<file path="config.mk">
export PLATFORM = sky130hd
export DESIGN_NAME = dual_pio_ctrl
export DESIGN_NICKNAME = d
export VERILOG_FILES = /design/src/rtl/pio_pkg.sv /design/src/rtl/pio_ctrl.sv /design/src/rtl/pio_datapath.sv /design/src/rtl/dual_pio_ctrl.sv
export SDC_FILE = /design/constraint.sdc
export NUM_CORES = 1
export LEC_CHECK = 0
export ABC_AREA = 0
export BUFFER_PORTS_ARGS = -buffer_cell sky130_fd_sc_hd__buf_2
export CORE_ASPECT_RATIO = 1.25
export CORE_MARGIN = 3
export CORE_UTILIZATION = 50
export DETAILED_ROUTE_END_ITERATION = 10
export GPL_TIMING_DRIVEN = 1
export PLACE_DENSITY = 0.89
export SYNTH_ARGS = -nofsm -noshare
export SYNTH_HDL_FRONTEND = slang
export SYNTH_SLANG_ARGS = --single-unit
export TNS_END_PERCENT = 50
</file>
<file path="constraint.sdc">
create_clock -name clk -period 4.4 [get_ports clk]
set_input_delay 0.88 -clock clk [delete_from_list [all_inputs] [get_ports clk]]
set_output_delay 0.88 -clock clk [all_outputs]
set_load 0.01 [all_outputs]
</file>
<file path="src/rtl/pio_pkg.sv">
package pio_pkg;
  localparam int GROUPS   = 2;
  localparam int PORTS    = 3;
  localparam int PORT_W   = 8;
  localparam int NIB_W    = PORT_W / 2;
  localparam int GROUP_W  = PORTS * PORT_W;
  localparam int PINS     = GROUPS * GROUP_W;
  localparam int ADDR_W   = 4;
  localparam int IDX_W    = $clog2(GROUPS * PORTS);
  localparam int SEL_W    = $clog2(PORT_W);

  // direction state of one group, 1 = input
  typedef struct packed {
    logic cHi;
    logic cLo;
    logic b;
    logic a;
  } dirSet_t;

  // strobes from decode to datapath
  typedef struct packed {
    logic [GROUPS-1:0]       modeWr;
    logic [GROUPS-1:0]       bitCmd;
    logic [GROUPS*PORTS-1:0] latchWr;
    logic                    rdAny;
    logic                    rdPort;
    logic [IDX_W-1:0]        rdIdx;
    logic [PORT_W-1:0]       data;
  } pioStrobes_t;
endpackage

</file>
<file path="src/rtl/pio_ctrl.sv">
module pio_ctrl
  import pio_pkg::*;
(
  input  logic              clk,
  input  logic              rst_n,
  input  logic [ADDR_W-1:0] busAddr,
  input  logic [PORT_W-1:0] busWrData,
  input  logic              busRd,
  input  logic              busWr,
  input  logic [GROUPS-1:0] irqEdge,
  output pioStrobes_t       stb,
  output logic              irqOut
);
  localparam logic [ADDR_W-1:0] IRQ_EN_ADDR  = ADDR_W'(4'hB);
  localparam logic [ADDR_W-1:0] IRQ_CLR_ADDR = ADDR_W'(4'hF);

  logic       lowHalf;
  logic [1:0] subSel;
  logic       grpSel;
  logic       isCtrl;
  logic       irqEnable;
  logic       irqPending;
  logic       enWrite;
  logic       disRead;
  logic       clrWrite;

  assign lowHalf = ~busAddr[3];
  assign grpSel  = busAddr[2];
  assign subSel  = busAddr[1:0];
  assign isCtrl  = lowHalf && (subSel == 2'd3);

  always_comb begin
    stb = '0;
    stb.data   = busWrData;
    stb.rdAny  = busRd;
    stb.rdPort = busRd && lowHalf && !isCtrl;
    stb.rdIdx  = IDX_W'(grpSel) * IDX_W'(PORTS) + IDX_W'(subSel);
    for (int g = 0; g < GROUPS; g++) begin
      if (busWr && isCtrl && (int'(grpSel) == g)) begin
        stb.modeWr[g] = busWrData[7];
        stb.bitCmd[g] = ~busWrData[7];
      end
      for (int p = 0; p < PORTS; p++) begin
        stb.latchWr[g*PORTS+p] = busWr && lowHalf && (int'(grpSel) == g)
                                 && (int'(subSel) == p);
      end
    end
  end

  assign enWrite  = busWr && (busAddr == IRQ_EN_ADDR);
  assign disRead  = busRd && (busAddr == IRQ_EN_ADDR);
  assign clrWrite = busWr && (busAddr == IRQ_CLR_ADDR);

  always_ff @(posedge clk) begin
    if (!rst_n) begin
      irqEnable  <= 1'b0;
      irqPending <= 1'b0;
    end else begin
      if (disRead)      irqEnable <= 1'b0;
      else if (enWrite) irqEnable <= 1'b1;

      if (disRead)                      irqPending <= 1'b0;
      else if (irqEnable && |irqEdge)   irqPending <= 1'b1;
      else if (clrWrite)                irqPending <= 1'b0;
    end
  end

  assign irqOut = irqPending;
endmodule

</file>
<file path="src/rtl/pio_datapath.sv">
module pio_datapath
  import pio_pkg::*;
#(
  parameter int SYNC_STAGES = 2,
  parameter int IRQ_BIT     = 3
) (
  input  logic              clk,
  input  logic              rst_n,
  input  pioStrobes_t       stb,
  input  logic [PINS-1:0]   pinIn,
  output logic [PINS-1:0]   pinOut,
  output logic [PINS-1:0]   pinOe,
  output logic [PORT_W-1:0] rdData,
  output logic [GROUPS-1:0] irqEdge
);
  localparam int LAST = SYNC_STAGES - 1;

  logic [GROUPS-1:0] irqPins;
  logic [GROUPS-1:0] syncQ [SYNC_STAGES];
  logic [GROUPS-1:0] prevQ;

  for (genvar g = 0; g < GROUPS; g++) begin : g_grp
    localparam int BASE = g * GROUP_W;
    dirSet_t           dirQ;
    logic [PORT_W-1:0] latA, latB, latC;

    always_ff @(posedge clk) begin
      if (!rst_n) begin
        dirQ <= '0;
        latA <= '0;
        latB <= '0;
        latC <= '0;
      end else if (stb.modeWr[g]) begin
        dirQ <= '{cHi: stb.data[3], cLo: stb.data[0], b: stb.data[1], a: stb.data[4]};
        latA <= '0;
        latB <= '0;
        latC <= '0;
      end else begin
        if (stb.latchWr[g*PORTS+0]) latA <= stb.data;
        if (stb.latchWr[g*PORTS+1]) latB <= stb.data;
        if (stb.latchWr[g*PORTS+2]) latC <= stb.data;
        else if (stb.bitCmd[g])     latC[stb.data[SEL_W:1]] <= stb.data[0];
      end
    end

    assign pinOut[BASE +: GROUP_W] = {latC, latB, latA};
    assign pinOe[BASE +: GROUP_W]  = {{NIB_W{~dirQ.cHi}}, {NIB_W{~dirQ.cLo}},
                                      {PORT_W{~dirQ.b}}, {PORT_W{~dirQ.a}}};
    assign irqPins[g] = pinIn[BASE + 2*PORT_W + IRQ_BIT];
  end

  always_ff @(posedge clk) begin
    if (!rst_n) begin
      for (int s = 0; s < SYNC_STAGES; s++) syncQ[s] <= '0;
      prevQ <= '0;
    end else begin
      syncQ[0] <= irqPins;
      for (int s = 1; s < SYNC_STAGES; s++) syncQ[s] <= syncQ[s-1];
      prevQ <= syncQ[LAST];
    end
  end

  assign irqEdge = syncQ[LAST] & ~prevQ;

  always_ff @(posedge clk) begin
    if (!rst_n) begin
      rdData <= '0;
    end else if (stb.rdAny) begin
      rdData <= stb.rdPort ? pinIn[stb.rdIdx*PORT_W +: PORT_W] : '0;
    end
  end
endmodule

</file>
<file path="src/rtl/dual_pio_ctrl.sv">
module dual_pio_ctrl
  import pio_pkg::*;
#(
  parameter int SYNC_STAGES = 2,
  parameter int IRQ_BIT     = 3
) (
  input  logic              clk,
  input  logic              rst_n,
  input  logic [ADDR_W-1:0] busAddr,
  input  logic [PORT_W-1:0] busWrData,
  input  logic              busRd,
  input  logic              busWr,
  output logic [PORT_W-1:0] busRdData,
  input  logic [PINS-1:0]   pinIn,
  output logic [PINS-1:0]   pinOut,
  output logic [PINS-1:0]   pinOe,
  output logic              irqOut
);
  pioStrobes_t       stb;
  logic [GROUPS-1:0] irqEdge;

  pio_ctrl u_ctrl (
    .clk       (clk),
    .rst_n     (rst_n),
    .busAddr   (busAddr),
    .busWrData (busWrData),
    .busRd     (busRd),
    .busWr     (busWr),
    .irqEdge   (irqEdge),
    .stb       (stb),
    .irqOut    (irqOut)
  );

  pio_datapath #(
    .SYNC_STAGES (SYNC_STAGES),
    .IRQ_BIT     (IRQ_BIT)
  ) u_dp (
    .clk     (clk),
    .rst_n   (rst_n),
    .stb     (stb),
    .pinIn   (pinIn),
    .pinOut  (pinOut),
    .pinOe   (pinOe),
    .rdData  (busRdData),
    .irqEdge (irqEdge)
  );
endmodule

</file>
==> results of run 1 <==
[state kept, by name (all words and copies together), names as in the netlist]
signal,count
u_dp.prevQ,2
u_dp.g_grp.latA,16
u_dp.syncQ,4
u_ctrl.irqEnable,1
u_dp.g_grp.latC,16
u_dp.g_grp.latB,16
u_dp.rdData,8
u_ctrl.irqOut,1
u_dp.g_grp.dirQ,8
[critical path, stage by stage]
cell and delay, ns:
buf_2 0.19, ha_1 1.13, mux2i_1 0.23, a221oi_1 0.38
a22o_1 0.17
[metal layers]
layer	vias to the layer above	wire length (um)
li1	1650	-
met1	1664	3950
met2	177	5270
met3	21	693
met4	0	258
met5	-	0
[through the flow]
| step | hold slack [ns] | instances | worst slack, ns | utilization [%] |
|---|---|---|---|---|
| 2_1_floorplan | 0.412 | 417 | 2.00 | - |
| 3_3_place_gp | 0.414 | 609 | 1.49 | 59.5 |
| 3_5_place_dp | 0.424 | 609 | 1.39 | 59.5 |
| 4_1_cts | 0.441 | 625 | 1.75 | 62.0 |
| 5_1_grt | 0.473 | 625 | 1.56 | 62.0 |
| 6_report | 0.440 | 625 | 1.70 | 62.0 |
[kinds of logic after synthesis]
logic type	Yosys count	share of synthesized area, %
fa+ha+maj	2	0.902
simple gates	113	15.5
flops	72	40.0
buf+inv	84	13.5
compound gates	95	16.0
mux	51	14.2
[area by class of cell]
| type | instances | area, um2 | area share [%] |
|---|---|---|---|
| timing repair buffer | 171 | 863 | 20.0 |
| clock buffer | 10 | 128 | 2.95 |
| sequential | 72 | 1440 | 33.3 |
| clock inverter | 6 | 46.3 | 1.07 |
| multi-input combinational | 261 | 1680 | 38.8 |
| inverter | 15 | 56.3 | 1.30 |
| tap | 90 | 113 | 2.60 |
[worst max-delay path by stage]
stage | from | end | slack [ns] | depth (start not counted)
floorplan | busAddr[0] | u_dp.rdData[7]$_SDFFE_PN0P_ | 2.00 | 5
global placement | busAddr[2] | u_dp.rdData[7]$_SDFFE_PN0P_ | 1.49 | 6
detailed placement | busAddr[2] | u_dp.rdData[6]$_SDFFE_PN0P_ | 1.39 | 5
CTS | busAddr[2] | u_dp.rdData[6]$_SDFFE_PN0P_ | 1.75 | 5
global route | busAddr[2] | u_dp.rdData[6]$_SDFFE_PN0P_ | 1.56 | 5
finish | busAddr[2] | u_dp.rdData[6]$_SDFFE_PN0P_ | 1.70 | 5
[power by group]
part | internal (uW) | switching (uW) | total (uW)
Combinational | 74.0 | 108 | 181
Sequential | 665 | 6.83 | 671
Clock | 206 | 256 | 462
[Yosys cell counts (all sizes together)]
cell type	n	area share, %
dfxtp	72	40
buf	55	10
mux2i	51	14
nor2	39	4.1
o21ai	29	4.0
a21oi	28	3.9
nand2	23	2.4
nand3	16	2.2
inv	15	1.6
clkbuf	14	1.5
a221oi	8	1.9
a22o	8	1.9
a211oi	7	1.5
a31oi	7	1.2
o22ai	6	1.0
and2	5	0.87
nand3b	5	1.0
or3	5	0.87
nor3b	4	0.83
nand2b	3	0.52
nor3	3	0.42
or3b	3	0.73
and4b	2	0.55
nand4b	2	0.49
a211o	1	0.24
fa	1	0.55
ha	1	0.35
nor2b	1	0.17
o31ai	1	0.21
or2	1	0.17
or4	1	0.21
==> results by group, run 1 <==
Clock network
  • Clock sinks: 72
  • Clock Path Buffers: 2
  • CTS buffer count: 9
  • CTS Hold Buffers Added: 0
  • Postcts setup bufs: 0
  • Clock tree root driver cell: clkbuf_8
  • Clk_lat worst skew: 0.34 ns
  • H-Tree Depth: 3
  • CTS tree: built
  • Clock-pin slew on the worst setup and hold paths: 0.08 ns
  • Gates resized, CTS repair: 0

Die
  • Site row count: 34
  • Die X-Extent: 82.0 um
  • Initial Utilization: 51.7%
  • Core footprint: 0.00698 mm2
  • Die height: 101 um
  • Die area: 0.00828 mm2
  • IO Count: 169

Placed design
  • Placer Congestion: 0.865
  • DP Wirelength: 7420 um
  • IO Port Bufs: 168
  • Placed cell area: 0.00415 mm2

Yosys
  • Post-Syn Area: 0.00361 mm2
  • Synthesized flop and latch total: 72
  • Yosys cell types: 34
  • Sequential area share after synthesis: 40.0%
  • Ys Warns: 0
  • Cells after synthesis: 417
  • Syn Area/Cell: 8.65 um2
  • Synthesized Nets: 483

Timing
  • Fin. Hold Viols: 0
  • Setup Skew: 0.000983 ns
  • Final setup vio count: 0
  • Headroom to the max-slew limit: 19.2%
  • Least-Margin Pin Slew: 1.21 ns
  • Setup TNS Final: 0 ns
  • Final Cycle Share: 61.3%
  • Unrepaired setup endpoints after global routing: no
  • Fmax: 371 MHz
  • Tmin final: 2.70 ns
  • Final Slew Violations: 0

Pwr
  • Worst VDD drop: 0.183 mV
  • Total power: 1320 uW
  • Leak Pwr: 0.00201 uW
  • Power per cell area: 304 mW/mm2

Global route
  • Remaining global-route overflow: 0
  • M2 GR Usage: 41.6%
  • Wire length of the first global-routing pass: 15,700 um
  • Top Usage Layer GRT: met2
  • Initial antenna violation count: 0
  • Largest net degree at the start of global routing: 26
  • Routing usage on met3: 4.38%
  • Met1 Use GR: 29.2%
  • GRT Total Usage: 24.6%
  • Via count of the first global-routing pass: 3,282

Cells and area
  • Layout cells sized above 1: 35.3%
  • Area Overhead vs Synth: 19.9%
  • NumNets Final: 596
  • N_diodes: 0
  • Most frequent cells in the layout: buf_2, dfxtp_1, mux2i_1
  • Most common cell after layout, fill and taps aside: buf_2
  • Filler cells: 600
  • Cell area after layout: 0.00433 mm2

Detailed routing
  • Drt wl/cell: 16.3 um
  • Final WL: 10,200 um
  • Drt first pass iters: 5
  • Routed vias: 3,512
  • Post-DRT Antenna Nets: 0
  • Initial DRC count: 239
  • Avg Vias per Cell: 5.62
  • # DRC: 0

Critical path
  • Worst r2r path cells: 4
  • Reg-to-reg endpoint: u_dp.g_grp[0].dirQ[0]$_SDFFE_PN0P_
  • Crit Path Class: in2reg
  • Worst Path Max Fanout: 24
  • Reg-to-Reg Start: u_dp.g_grp[0].dirQ[0]$_SDFFE_PN0P_
  • Startpoint types: primary input
  • Critical path data required time: 4.69 ns
  • Critical path arrival: 2.99 ns
  • Crit end category: flip-flop
  • Flop-to-flop setup slack: 3.56 ns

Hold path
  • Type of the most critical hold path: reg2reg
  • Hold Path Depth: 1
  • Worst Hold Endpoint: u_dp.syncQ[0][3]$_SDFF_PN0_
  • HP Start: u_dp.syncQ[0][1]$_SDFF_PN0_

Outcome
  • Outcome: completed

Job
  • Maxcap violations: 0
Note: power is estimated with default switching activity, not from simulation.
==> inputs of run 2 (changes only) <==
--- a/config.mk
+++ b/config.mk
@@ -5,14 +5,14 @@
 export SDC_FILE = /design/constraint.sdc
 export NUM_CORES = 1
 export LEC_CHECK = 0
-export ABC_AREA = 0
+export ABC_AREA = 1
 export BUFFER_PORTS_ARGS = -buffer_cell sky130_fd_sc_hd__buf_2
 export CORE_ASPECT_RATIO = 1.25
 export CORE_MARGIN = 3
-export CORE_UTILIZATION = 50
+export CORE_UTILIZATION = 48
 export DETAILED_ROUTE_END_ITERATION = 10
 export GPL_TIMING_DRIVEN = 1
-export PLACE_DENSITY = 0.89
+export PLACE_DENSITY = 0.84
 export SYNTH_ARGS = -nofsm -noshare
 export SYNTH_HDL_FRONTEND = slang
 export SYNTH_SLANG_ARGS = --single-unit
==> constraint.sdc (replaced) <==
create_clock -name clk -period 2.8 [get_ports clk]
set_input_delay 0.56 -clock clk [delete_from_list [all_inputs] [get_ports clk]]
set_output_delay 0.56 -clock clk [all_outputs]
set_load 0.01 [all_outputs]
==> results by group, run 2 <==
Outcome
  • Outcome: completed (unchanged)

Timing
  • Fmax: 496 MHz
  • Headroom to the max-slew limit: 54.4% (was 19.2%)
  • Fin worst setup slack: 0.785 ns (was 1.70 ns)
  • Tmin final: 2.01 ns
  • Fin. Hold Viols: 0 (unchanged)
  • Final setup vio count: 0 (unchanged)
  • Final Slew Violations: 0 (unchanged)
  • Setup Skew: 0.00150 ns (was 0.000983 ns)
  • Final Cycle Share: 72.0%
  • Unrepaired setup endpoints after global routing: no (unchanged)
  • Least-Margin Pin Slew: 0.684 ns (was 1.21 ns)
  • Setup TNS Final: 0 ns (unchanged)

Yosys
  • Synthesized flop and latch total: 72 (unchanged)
  • Async SR Flop Fraction: 0% (unchanged)
  • Yosys top cell by area: dfxtp_1 (unchanged)
  • Main synth FF type: dfxtp_1 (unchanged)
  • Area fraction of the dominant cell type after synthesis: 35.8% (was 40.0%)
  • Yosys cell types: 29 (was 34)
  • Syn Area/Cell: 6.67 um2 (was 8.65 um2)
  • Commonest cells in the netlist: nand2_1, dfxtp_1, nand3_1 (was dfxtp_1, mux2i_1, buf_4)
  • Post-Syn Area: 0.00402 mm2 (was 0.00361 mm2)
  • Synthesized Nets: 669 (was 483)
  • Top cells by area, synth: dfxtp_1, nand2_1, buf_4 (was dfxtp_1, mux2i_1, buf_4)
  • Sequential area share after synthesis: 35.8% (was 40.0%)
  • Cells after synthesis: 603 (was 417)
  • Post-synth EDFFs: 0 (unchanged)
  • Ys Warns: 0 (unchanged)
  • Cell with the most instances after synthesis: nand2_1 (was dfxtp_1)

Clock network
  • CTS tree: built (unchanged)
  • CTS Hold Buffers Added: 0 (unchanged)
  • Clock sinks: 72 (unchanged)
  • Postcts setup bufs: 0 (unchanged)
  • H-Tree Depth: 3 (unchanged)
  • Clock-pin slew on the worst setup and hold paths: 0.08 ns (about the same)
  • CTS buffer count: 9 (unchanged)
  • Gates resized, CTS repair: 0 (unchanged)
  • Clk_lat worst skew: 0.35 ns (was 0.34 ns)
  • Clock tree root driver cell: clkbuf_8 (unchanged)
  • Clock Path Buffers: 2 (unchanged)

Pwr
  • Worst VDD drop: 0.272 mV (was 0.183 mV)
  • Total power: 2200 uW (was 1320 uW)
  • Power per cell area: 463 mW/mm2 (was 304 mW/mm2)
  • Internal power component: 1500 uW (was 945 uW)
  • P_sw: 691 uW (was 370 uW)
  • Sw Share: 31.5% (was 28.2%)
  • Power share of the combinational group: 16.0% (was 13.8%)
  • Register share of total power: 48.0% (was 51.1%)
  • Clock power share: 36.0% (was 35.1%)
  • Leak Pwr: 0.00243 uW (was 0.00201 uW)

Hold path
  • Worst Hold Endpoint: u_dp.syncQ[0][0]$_SDFF_PN0_ (was u_dp.syncQ[0][3]$_SDFF_PN0_)
  • HP Start: pinIn[19] (was u_dp.syncQ[0][1]$_SDFF_PN0_)
  • Hold Path Depth: 3 (was 1)
  • Type of the most critical hold path: in2reg (was reg2reg)

Cells and area
  • Area Overhead vs Synth: 17.9% (was 19.9%)
  • Layout cells sized above 1: 29.4% (was 35.3%)
  • Largest registers: u_dp.g_grp.latA (16), u_dp.g_grp.latB (16), u_dp.g_grp.latC (16) (unchanged)
  • Filler cells: 751 (was 600)
  • NumNets Final: 789 (was 596)
  • N_diodes: 0 (unchanged)
  • Most frequent cells in the layout: nand2_1, buf_2, dfxtp_1 (was buf_2, dfxtp_1, mux2i_1)
  • Most common cell after layout, fill and taps aside: nand2_1 (was buf_2)

Global route
  • GRT Total Usage: 23.9% (was 24.6%)
  • Top Usage Layer GRT: met2 (unchanged)
  • M2 GR Usage: 40.5% (was 41.6%)
  • Met1 Use GR: 28.6% (was 29.2%)
  • Remaining global-route overflow: 0 (unchanged)
  • Routing usage on met3: 3.96% (was 4.38%)
  • Wire length of the first global-routing pass: 17,800 um (was 15,700 um)
  • Largest net degree at the start of global routing: 30 (was 26)
  • Initial antenna violation count: 0 (unchanged)
  • Via count of the first global-routing pass: 3,917 (was 3,282)

Placed design
  • DP Worst Slack: 0.437 ns (was 1.39 ns)
  • IO Port Bufs: 168 (unchanged)
  • Placer Congestion: 0.882 (was 0.865)
  • DP Wirelength: 8630 um (was 7420 um)

Critical path
  • Worst Path Max Fanout: 8 (was 24)
  • Reg-to-Reg Start: u_dp.syncQ[0][2]$_SDFF_PN0_ (was u_dp.g_grp[0].dirQ[0]$_SDFFE_PN0P_)
  • Flop-to-flop setup slack: 2.02 ns (was 3.56 ns)
  • Critical path data required time: 3.04 ns (was 4.69 ns)
  • Crit end category: flip-flop (unchanged)
  • Startpoint types: primary input (unchanged)
  • Crit Path Class: in2reg (unchanged)
  • Reg-to-reg endpoint: u_ctrl.irqOut$_SDFFE_PP0P_ (was u_dp.g_grp[0].dirQ[0]$_SDFFE_PN0P_)
  • Critical path arrival: 2.25 ns (was 2.99 ns)
  • Worst r2r path cells: 4 (unchanged)

Job
  • Maxcap violations: 0 (unchanged)

Detailed routing
  • Initial DRC count: 288 (was 239)
  • Post-DRT Antenna Nets: 0 (unchanged)
  • Drt wl/cell: 14.0 um (was 16.3 um)
  • Drt first pass iters: 5 (unchanged)
  • Avg Vias per Cell: 5.27 (was 5.62)
  • Routed vias: 4,337 (was 3,512)
  • Final WL: 11,500 um (was 10,200 um)
  • # DRC: 0 (unchanged)

Die
  • IO Count: 169 (unchanged)
  • Core footprint: 0.00797 mm2 (was 0.00698 mm2)
  • Die X-Extent: 87.9 um (was 82.0 um)
  • Die area: 0.00952 mm2 (was 0.00828 mm2)
  • Initial Utilization: 50.5% (was 51.7%)
  • Site row count: 36 (was 34)
  • Die height: 108 um (was 101 um)
==> run 2: cell types whose count changed in the layout (fill, tap and decap cells not counted), moves of 8 or more <==
cell      previous run  this run
mux2i_1             51         0
nand2_1             23       196
a221oi_1             8         0
a22o_1               8         0
a21oi_1             28        50
nand2_2              0         8
inv_1               15        51
nand3_1             16        59
==> run 2: kinds of logic after synthesis <==
logic type | after synthesis | synth area share (%)
and+or+nand+nor | 328 | 35.9
buffers and inverters | 116 | 16.0
AOI/OAI and AO/OA | 85 | 11.5
DFF | 72 | 35.8
adders and majority gates | 2 | 0.808
==> run 2: how the worst max path moves through the flow <==
stage,startpoint,endpoint,slack (ns),cells after the start
3_5_place_dp,busAddr[0],u_dp.rdData[0]$_SDFFE_PN0P_,0.44,8
2_1_floorplan,busAddr[0],u_dp.rdData[0]$_SDFFE_PN0P_,0.68,8
3_3_place_gp,busAddr[0],u_dp.rdData[3]$_SDFFE_PN0P_,0.51,8
4_1_cts,busAddr[0],u_dp.rdData[0]$_SDFFE_PN0P_,0.81,8
5_1_grt,busAddr[2],u_dp.rdData[0]$_SDFFE_PN0P_,0.70,8
6_report,busAddr[2],u_dp.rdData[0]$_SDFFE_PN0P_,0.79,8
==> run 2: layout make-up <==
type / count / area [um2] / area share (%)
well taps: 95 / 119 / 2.50
inverters: 55 / 206 / 4.35
repair buffers: 170 / 856 / 18.0
clock inverters: 7 / 61.3 / 1.29
flip-flops and latches: 72 / 1440 / 30.4
clock buffers: 9 / 124 / 2.61
multi-input cells: 415 / 1940 / 40.8
==> run 2: per-stage QoR <==
stage	hold slack (ns)	utilization, %	area (um2)	instances
2_1_floorplan	0.390	-	4020	603
3_3_place_gp	0.394	57.2	4560	807
3_5_place_dp	0.403	57.2	4560	807
4_1_cts	0.385	59.5	4750	823
5_1_grt	0.403	59.5	4750	823
6_report	0.394	59.5	4750	823
==> run 2: routing by layer <==
metal | vias up | part of all wire [%]
li1 | 2111 | -
met1 | 1960 | 40
met2 | 233 | 49
met3 | 33 | 8.1
met4 | 0 | 3.3
met5 | - | 0
==> run 2: critical path, cell delays in order <==
cell and delay (ns):
buf_2 0.17, ha_1 0.21, fa_1 0.45, nor2_1 0.46, nand3_1 0.14, nand3_1 0.10
o21a_1 0.11, nor2_1 0.05
==> run 2: power groups by stage <==
stage	logic (uW)	clock network [uW]	registers [uW]
3_3_place_gp	341	0	1080
2_1_floorplan	219	0	1080
4_1_cts	348	799	1050
6_report	352	790	1050
3_5_place_dp	347	0	1080
5_1_grt	389	846	1060
==> inputs of run 3 (changes only) <==
==> constraint.sdc (replaced) <==
create_clock -name clk -period 1.9 [get_ports clk]
set_input_delay 0.38 -clock clk [delete_from_list [all_inputs] [get_ports clk]]
set_output_delay 0.38 -clock clk [all_outputs]
set_load 0.01 [all_outputs]
==> results by group, run 3 (synthesized netlist as in run 2, its figures left out) <==
Cells and area
  • Most frequent cells in the layout: nand2_1, buf_2, dfxtp_1 (unchanged)
  • N_diodes: 0 (unchanged)
  • Layout cells sized above 1: 30.8% (was 29.4%)
  • Final core utilization: 61.9% (was 59.5%)
  • Cell area after layout: 0.00494 mm2 (was 0.00475 mm2)
  • Most common cell after layout, fill and taps aside: nand2_1 (unchanged)
  • Area Overhead vs Synth: 22.7% (was 17.9%)
  • Largest registers: u_dp.g_grp.latA (16), u_dp.g_grp.latB (16), u_dp.g_grp.latC (16) (unchanged)
  • NumNets Final: 802 (was 789)

Timing
  • Unrepaired setup endpoints after global routing: no (unchanged)
  • Tmin final: 1.59 ns
  • Fmax: 627 MHz
  • Headroom to the max-slew limit: 66.5% (was 54.4%)
  • Final setup vio count: 0 (unchanged)
  • Setup Skew: 0.00410 ns (was 0.00150 ns)
  • Least-Margin Pin Slew: 0.500 ns (was 0.684 ns)
  • Final Slew Violations: 0 (unchanged)
  • Final Cycle Share: 83.9%
  • Fin. Hold Viols: 0 (unchanged)

Global route
  • Wire length of the first global-routing pass: 18,000 um (was 17,800 um)
  • Remaining global-route overflow: 0 (unchanged)
  • GRT Total Usage: 24.1% (was 23.9%)
  • Largest net degree at the start of global routing: 28 (was 30)
  • Initial antenna violation count: 0 (unchanged)
  • Via count of the first global-routing pass: 3,872 (was 3,917)

Critical path
  • Crit end category: flip-flop (unchanged)
  • Critical path arrival: 1.88 ns (was 2.25 ns)
  • Crit Path Class: in2reg (unchanged)
  • Startpoint types: primary input (unchanged)
  • Worst Path Max Fanout: 8 (unchanged)
  • Critical path data required time: 2.18 ns (was 3.04 ns)
  • Flop-to-flop setup slack: 1.10 ns (was 2.02 ns)

Outcome
  • Outcome: completed (unchanged)

Die
  • IO Count: 169 (unchanged)
  • Site row count: 36 (unchanged)
  • Die X-Extent: 87.9 um (unchanged)
  • Die area: 0.00952 mm2 (unchanged)
  • Initial Utilization: 50.5% (unchanged)
  • Die height: 108 um (unchanged)
  • Core footprint: 0.00797 mm2 (unchanged)

Placed design
  • IO Port Bufs: 168 (unchanged)
  • Placer Congestion: 0.928 (was 0.882)
  • Placed cell area: 0.00471 mm2 (was 0.00456 mm2)
  • DP Wirelength: 9030 um (was 8630 um)

Detailed routing
  • Drt wl/cell: 13.9 um (was 14.0 um)
  • # DRC: 0 (unchanged)
  • Initial DRC count: 199 (was 288)
  • Final WL: 11,600 um (was 11,500 um)
  • Avg Vias per Cell: 5.11 (was 5.27)
  • Post-DRT Antenna Nets: 0 (unchanged)
  • Drt first pass iters: 4 (was 5)
  • Routed vias: 4,275 (was 4,337)

Job
  • Maxcap violations: 0 (unchanged)

Clock network
  • CTS Hold Buffers Added: 0 (unchanged)
  • CTS buffer count: 9 (unchanged)
  • Clk_lat worst skew: 0.34 ns (was 0.35 ns)
  • CTS tree: built (unchanged)
  • Clock-pin slew on the worst setup and hold paths: 0.08 ns (about the same)
  • H-Tree Depth: 3 (unchanged)
  • Clock sinks: 72 (unchanged)
  • Gates resized, CTS repair: 0 (unchanged)
  • Postcts setup bufs: 0 (unchanged)
  • Clock tree root driver cell: clkbuf_8 (unchanged)
  • Clock Path Buffers: 2 (unchanged)

Pwr
  • Leak Pwr: 0.00253 uW (was 0.00243 uW)
  • Power per cell area: 708 mW/mm2 (was 463 mW/mm2)
  • Worst VDD drop: 0.537 mV (was 0.272 mV)

Hold path
  • Type of the most critical hold path: in2reg (unchanged)
-- run 3: final timing paths --
| path | from | endpoint | cells after the start |
|---|---|---|---|
| worst min register to register | u_dp.syncQ[0][1]$_SDFF_PN0_ | u_dp.syncQ[0][3]$_SDFF_PN0_ | 2 |
| worst max-delay path | busAddr[2] | u_dp.rdData[3]$_SDFFE_PN0P_ | 9 |
| worst max register to register | u_dp.syncQ[0][2]$_SDFF_PN0_ | u_ctrl.irqOut$_SDFFE_PP0P_ | 4 |
| worst min-delay path | pinIn[19] | u_dp.syncQ[0][0]$_SDFF_PN0_ | 3 |
-- run 3: power breakdown --
part / leakage, uW / total (uW) / switching, uW / internal [uW]
clock: 0.000111 / 1380 / 626 / 755
sequential: 0.000583 / 1550 / 15.7 / 1540
combinational: 0.00184 / 560 / 347 / 213
-- run 3: cell type report --
| type | count | area (um2) |
|---|---|---|
| Timing Repair Buffer | 183 | 1000 |
| Sequential cell | 72 | 1440 |
| Inverter | 55 | 206 |
| Multi-Input combinational cell | 415 | 1940 |
| Tap cell | 95 | 119 |
| Fill cell | 744 | 3040 |
| Clock buffer | 9 | 124 |
| Clock inverter | 7 | 103 |
-- run 3: through the flow --
stage / setup slack [ns] / TNS, ns / hold WS [ns] / cells / power (uW)
finish: 0.305 / 0 / 0.235 / 836 / 3500
global route: 0.217 / 0 / 0.223 / 836 / 3650
CTS: 0.307 / 0 / 0.219 / 836 / 3520
detailed placement: -0.0363 / -0.137 / 0.407 / 820 / 2150
global placement: 0.000195 / 0 / 0.394 / 820 / 2140
floorplan: 0.0836 / 0 / 0.390 / 603 / 1920
-- run 3: metal layers --
layer	track usage [%]	routed length, um	share of wire, %
met5	0	0	0
met4	10.7	346	3.0
met3	4.12	685	5.9
met2	41.5	5820	50
met1	28.9	4750	41
-- run 3: critical path, cell delays in order --
cell     delay, ns
buf_2         0.13
ha_1          0.19
fa_1          0.55
nor2_2        0.06
buf_4         0.16
nand3_1       0.09
nand3_1       0.07
o21a_1        0.18
nor2_1        0.08
